==> src/rtl/fq_pkg.sv <==
package fq_pkg;
  localparam int FQ_CFG_W  = 16;
  localparam int FQ_PER_W  = 8;
  localparam int FQ_CNT_W  = 3;
  localparam int FQ_OFFSET = 3;

  typedef struct packed {
    logic [FQ_CNT_W-1:0] cnt;
    logic [FQ_PER_W-1:0] per;
  } fq_cfg_t;

  function automatic fq_cfg_t fq_decode(input logic [FQ_CFG_W-1:0] w);
    fq_cfg_t c;
    c.per = w[FQ_PER_W-1:0];
    c.cnt = w[FQ_PER_W+FQ_CNT_W-1:FQ_PER_W];
    return c;
  endfunction
endpackage

==> src/rtl/fq_sync.sv <==
module fq_sync #(
  parameter int STAGES = 2
) (
  input  logic clk,
  input  logic rst_n,
  input  logic din,
  output logic dout
);
  logic [STAGES-1:0] chain;

  genvar g;
  generate
    for (g = 0; g < STAGES; g++) begin : g_stage
      always_ff @(posedge clk) begin
        if (!rst_n) chain[g] <= 1'b0;
        else if (g == 0) chain[g] <= din;
        else chain[g] <= chain[(g == 0) ? 0 : g-1];
      end
    end
  endgenerate

  assign dout = chain[STAGES-1];
endmodule

==> src/rtl/fq_tick.sv <==
module fq_tick #(
  parameter int PER_W = 8
) (
  input  logic             clk,
  input  logic             rst_n,
  input  logic             restart,
  input  logic [PER_W-1:0] period,
  output logic             tick
);
  logic [PER_W-1:0] cnt_q;
  logic [PER_W-1:0] last;

  assign last = PER_W'(period - 1'b1);
  assign tick = (period != '0) && (cnt_q == last);

  always_ff @(posedge clk) begin
    if (!rst_n || restart || period == '0) cnt_q <= '0;
    else if (cnt_q == last) cnt_q <= '0;
    else cnt_q <= cnt_q + 1'b1;
  end
endmodule

==> src/rtl/fq_qual.sv <==
module fq_qual #(
  parameter int NEED_W = 4
) (
  input  logic              clk,
  input  logic              rst_n,
  input  logic              restart,
  input  logic              bypass,
  input  logic              tick,
  input  logic              sample,
  input  logic [NEED_W-1:0] need,
  output logic              level,
  output logic [NEED_W-1:0] run_cnt
);
  logic [NEED_W-1:0] nxt;
  assign nxt = run_cnt + 1'b1;

  always_ff @(posedge clk) begin
    if (!rst_n) begin
      level   <= 1'b0;
      run_cnt <= '0;
    end else if (bypass) begin
      level   <= sample;
      run_cnt <= '0;
    end else if (restart) begin
      run_cnt <= '0;
    end else if (tick) begin
      if (sample == level) begin
        run_cnt <= '0;
      end else if (nxt >= need) begin
        level   <= sample;
        run_cnt <= '0;
      end else begin
        run_cnt <= nxt;
      end
    end
  end
endmodule

==> src/rtl/fq_flag.sv <==
module fq_flag (
  input  logic clk,
  input  logic rst_n,
  input  logic active,
  input  logic clr,
  output logic flag
);
  always_ff @(posedge clk) begin
    if (!rst_n) flag <= 1'b0;
    else if (active) flag <= 1'b1;
    else if (clr) flag <= 1'b0;
  end
endmodule

==> src/rtl/fault_qual_filter.sv <==
module fault_qual_filter
  import fq_pkg::*;
#(
  parameter int SYNC_STAGES = 2,
  parameter int NEED_OFFSET = FQ_OFFSET
) (
  input  logic                clk,
  input  logic                rst_n,
  input  logic                fault_raw,
  input  logic [FQ_CFG_W-1:0] cfg_word,
  input  logic                cfg_wr,
  input  logic                flag_clr,
  output logic                fault_filt,
  output logic                fault_flag
);
  localparam int MAX_NEED = (1 << FQ_CNT_W) - 1 + NEED_OFFSET;
  localparam int NEED_W   = $clog2(MAX_NEED + 1);

  fq_cfg_t           cfg_q;
  logic              pin_s;
  logic              tick;
  logic              bypass;
  logic [NEED_W-1:0] need;
  logic [NEED_W-1:0] run_cnt;

  always_ff @(posedge clk) begin
    if (!rst_n) cfg_q <= '0;
    else if (cfg_wr) cfg_q <= fq_decode(cfg_word);
  end

  assign bypass = (cfg_q.per == '0);
  assign need   = NEED_W'(cfg_q.cnt) + NEED_W'(NEED_OFFSET);

  fq_sync #(.STAGES(SYNC_STAGES)) u_sync (
    .clk(clk), .rst_n(rst_n), .din(fault_raw), .dout(pin_s)
  );

  fq_tick #(.PER_W(FQ_PER_W)) u_tick (
    .clk(clk), .rst_n(rst_n), .restart(cfg_wr), .period(cfg_q.per), .tick(tick)
  );

  fq_qual #(.NEED_W(NEED_W)) u_qual (
    .clk(clk), .rst_n(rst_n), .restart(cfg_wr), .bypass(bypass), .tick(tick),
    .sample(pin_s), .need(need), .level(fault_filt), .run_cnt(run_cnt)
  );

  fq_flag u_flag (
    .clk(clk), .rst_n(rst_n), .active(fault_filt), .clr(flag_clr), .flag(fault_flag)
  );
endmodule

==> config.mk <==
export PLATFORM = sky130hd
export DESIGN_NAME = fault_qual_filter
export DESIGN_NICKNAME = d
export VERILOG_FILES = /design/src/rtl/fq_pkg.sv /design/src/rtl/fq_sync.sv /design/src/rtl/fq_tick.sv /design/src/rtl/fq_qual.sv /design/src/rtl/fq_flag.sv /design/src/rtl/fault_qual_filter.sv
export SDC_FILE = /design/constraint.sdc
export NUM_CORES = 1
export LEC_CHECK = 0
export ABC_AREA = 0
export ABC_CLOCK_PERIOD_IN_PS = 3150
export BUFFER_PORTS_ARGS = -buffer_cell sky130_fd_sc_hd__clkbuf_2
export CORE_MARGIN = 2
export CORE_UTILIZATION = 55
export DETAILED_ROUTE_END_ITERATION = 7
export PLACE_DENSITY = 0.83
export SLEW_MARGIN = 30
export SYNTH_ARGS = -nofsm -noshare
export SYNTH_HDL_FRONTEND = slang
export SYNTH_SLANG_ARGS = --single-unit
export TNS_END_PERCENT = 30
==> constraint.sdc <==
create_clock -name clk -period 3.15 [get_ports clk]
set_input_delay 0.1575 -clock clk [delete_from_list [all_inputs] [get_ports clk]]
set_output_delay 0.1575 -clock clk [all_outputs]
set_load 0.005 [all_outputs]
==> results.cfg <==
[run_status]
status = finished clean

[drt]
wl_um = 2571
routed-via-count = 1099
drt_pre_antenna_iters = 6
drt_drc_violations_left = 0
detailedRoute.firstIterationViolations = 31
detail_route.vias_per_cell = 5.523
post_route_antenna_net_violation_count = 0
routedWlPerCell_um = 12.92

[synth]
syn-cell-area_mm2 = 0.001446
yosysMostFrequentCell = sky130_fd_sc_hd__dfxtp_1
syn_area_per_cell_um2 = 9.454
mappedNetlistNets = 182
post_synth_inst_count = 153
asyncSetResetFlopFracSynth_pct = 0
ys_seq_elements = 27
synth_top_cells_by_area = sky130_fd_sc_hd__dfxtp_1, sky130_fd_sc_hd__mux2i_1, sky130_fd_sc_hd__ha_1
netlist.top_cell.by_area = sky130_fd_sc_hd__dfxtp_1
synthesis.yosys.warnings = 0
netlist-cell-type-count = 39
ys_seq_area_share_pct = 37.37
dominantRegCellSynth = sky130_fd_sc_hd__dfxtp_1
synth_enable_flop_cells = 0
yosys.area.top_type_share_pct = 37.37
post_synth_most_frequent_cells = sky130_fd_sc_hd__dfxtp_1, sky130_fd_sc_hd__mux2i_1, sky130_fd_sc_hd__nand3_1

[clock_tree]
cts_hold_repair.buffers = 0
clock-sinks = 27
clkTransAtPathRegs_ns = 0.16
postCtsResizedCells = 0
clock_insertion_delay_worst_skew_ns = 0.32
cts_tree = done
maximum_level_of_the_cts_h_tree = 1
inserted_clock_buffers = 3
postCtsSetupBuffers = 0
clock_tree.buffer_depth = 2
clock_tree.root_cell = sky130_fd_sc_hd__clkbuf_4

[timing]
finalSetupViolations = 0
finalSetupTns_ns = 0
worst_pin_slew_ns = 0.5046
slew_violations = 0
max_clock_freq_mhz = 392.3
finalHoldViolCount = 0
min_period_over_period_pct = 80.92
final.hold.worst_slack_ns = 0.04140
max_slew_margin_pct = 66.05
period_needed_ns = 2.549
skew_ns = 0.01456
grt_setup_unrepaired = false

[final_layout]
number_of_nets_in_the_layout = 199
n_fill_cell = 202
finished_layout_cells = 199
areaGrowthSynthToFinish_pct = 8.132
n_antenna_cell = 0
drive_gt1_share_pct = 15.38
finalInstanceArea_mm2 = 0.001564

[worst_setup_path]
worst_path_largest_cell_delay_ns = 0.61
critical_path_class = register to register
timing.critical_path.cells = inv_1 -> ha_1 -> o21ba_1 -> a221oi_1 -> a41oi_1 -> or4_1 -> mux2i_1 -> or2_2
crit_slowest_cell = sky130_fd_sc_hd__or4_1
cp_data_required_time_ns = 3.36
worst-path-max-fanout = 9
cp_data_arrival_time_ns = 2.76
worst_setup_path_end_kind = register
timing.reg2reg.setup_slack_ns = 0.60
critPathLaunchType = register

[pwr]
clkPwrFrac_pct = 24.7
power.density_cell_area_mw_per_mm2 = 393.3
switching_share_pct = 26.76
power.sequential.fraction_pct = 59.9
logic_gate_share_of_total_power_pct = 15.4
ir_drop_worst_case_vdd_mv = 0.2967
switchingPower_uw = 164.6
leakage_power_of_the_design_nw = 0.7005
internal_power_uw = 450.5
total_power_of_the_final_layout_uw = 615.1

[worst_hold_path]
hold_class = primary input to register

[place]
detailed_place.area_mm2 = 0.001534
placedCellCount = 195
final_hpwl_from_detailed_placement_um = 2062
place.gp.congestion = 0.7521
io_buffer_count = 17

[floorplan]
die_height_um = 55.28
core_region_area_mm2 = 0.002477
pin_count = 23
fp.dieArea_mm2 = 0.003056
num_rows = 18
floorplan.initialDensity_pct = 58.38
dieWidth_um = 55.28

[global_routing]
number_of_global_route_vias_before_repair = 1090
global_route.overflow_total = 0
grtUsageTotal_pct = 18.06
antenna_found_initial = 0
grt_pass1_wl_um = 4602
grt_max_degree = 19

[job]
maxCapViolCount = 0
-- cells in the final DEF, fill, tap and decap left out, drive strengths merged, types with 4 or more instances in the layout --
cell | synthesis | layout
and3 | 4 | 4
clkbuf | 2 | 20
dfxtp | 27 | 27
ha | 8 | 8
inv | 5 | 5
mux2i | 13 | 13
nand2 | 5 | 5
nand2b | 4 | 4
nand3 | 13 | 13
nor2 | 12 | 12
nor2b | 12 | 12
xnor2 | 9 | 9
xor2 | 11 | 11
-- power groups by stage --
stage | combinational, mW | sequential [mW] | clock [mW]
after floorplan | 0.0701 | 0.373 | 0
after global placement | 0.0874 | 0.375 | 0
after detailed placement | 0.0945 | 0.376 | 0
after CTS | 0.0954 | 0.368 | 0.156
after global routing | 0.106 | 0.371 | 0.168
final | 0.0948 | 0.369 | 0.152
-- flip-flops by register name, summed over array words and instances (netlist names) --
name,count
u_sync.dout,1
u_sync.chain,1
u_qual.level,1
u_qual.run_cnt,4
u_flag.flag,1
cfg_q,11
u_tick.cnt_q,8
-- per-stage QoR --
stage / utilization [%] / setup WS, ns
finish: 63.13 / 0.6010
global route: 63.13 / 0.4496
CTS: 63.13 / 0.5987
detailed placement: 61.92 / 0.6442
global placement: 61.92 / 0.7327
floorplan: - / 0.9115
-- per-layer routing --
metal	vias to the layer above	part of all wire [%]	wire, um	GRT usage [%]
met5	-	0	0	0
met4	0	0.54	14	4.181
met3	2	4.6	117	2.108
met2	36	49	1254	31.97
met1	500	46	1184	23.44
li1	561	-	-	-
-- cells by family after synthesis --
kind of cell	after synthesis	share of synthesized area [%]
compound gates	13	7.267
buf+inv	10	3.719
simple gates	62	23.62
xor+xnor	20	12.11
flops	27	37.37
mux	13	8.996
fa+ha+maj	8	6.921
-- area by class of cell --
cell class                      instances  area [um^2]  area share (%)
Sequential cell                        27        540.5           34.56
Timing Repair Buffer                   17        85.08           5.440
Clock inverter                          1        7.507          0.4800
Tap cell                               30        37.54           2.400
Multi-Input combinational cell        116        852.1           54.48
Clock buffer                            3        22.52           1.440
Inverter                                5        18.77           1.200
-- critical path: cells and delay by family, from the launching register on --
family	cells	cell delay, ns
AOI/OAI and AO/OA	3	0.58
adders and majority gates	1	0.28
DFF	1	0.44
muxes	1	0.18
buffers and inverters	1	0.06
and+or+nand+nor	2	0.91
-- worst paths after layout --
| check | from | to | depth (start not counted) |
|---|---|---|---|
| hold reg to reg | u_sync.chain[0] | u_sync.dout | 1 |
| hold / removal | fault_raw | u_sync.chain[0] | 2 |
| setup / recovery | cfg_q[0] | u_qual.level | 8 |
| setup reg to reg | cfg_q[0] | u_qual.level | 8 |
Power figures use the tool's default switching activity.
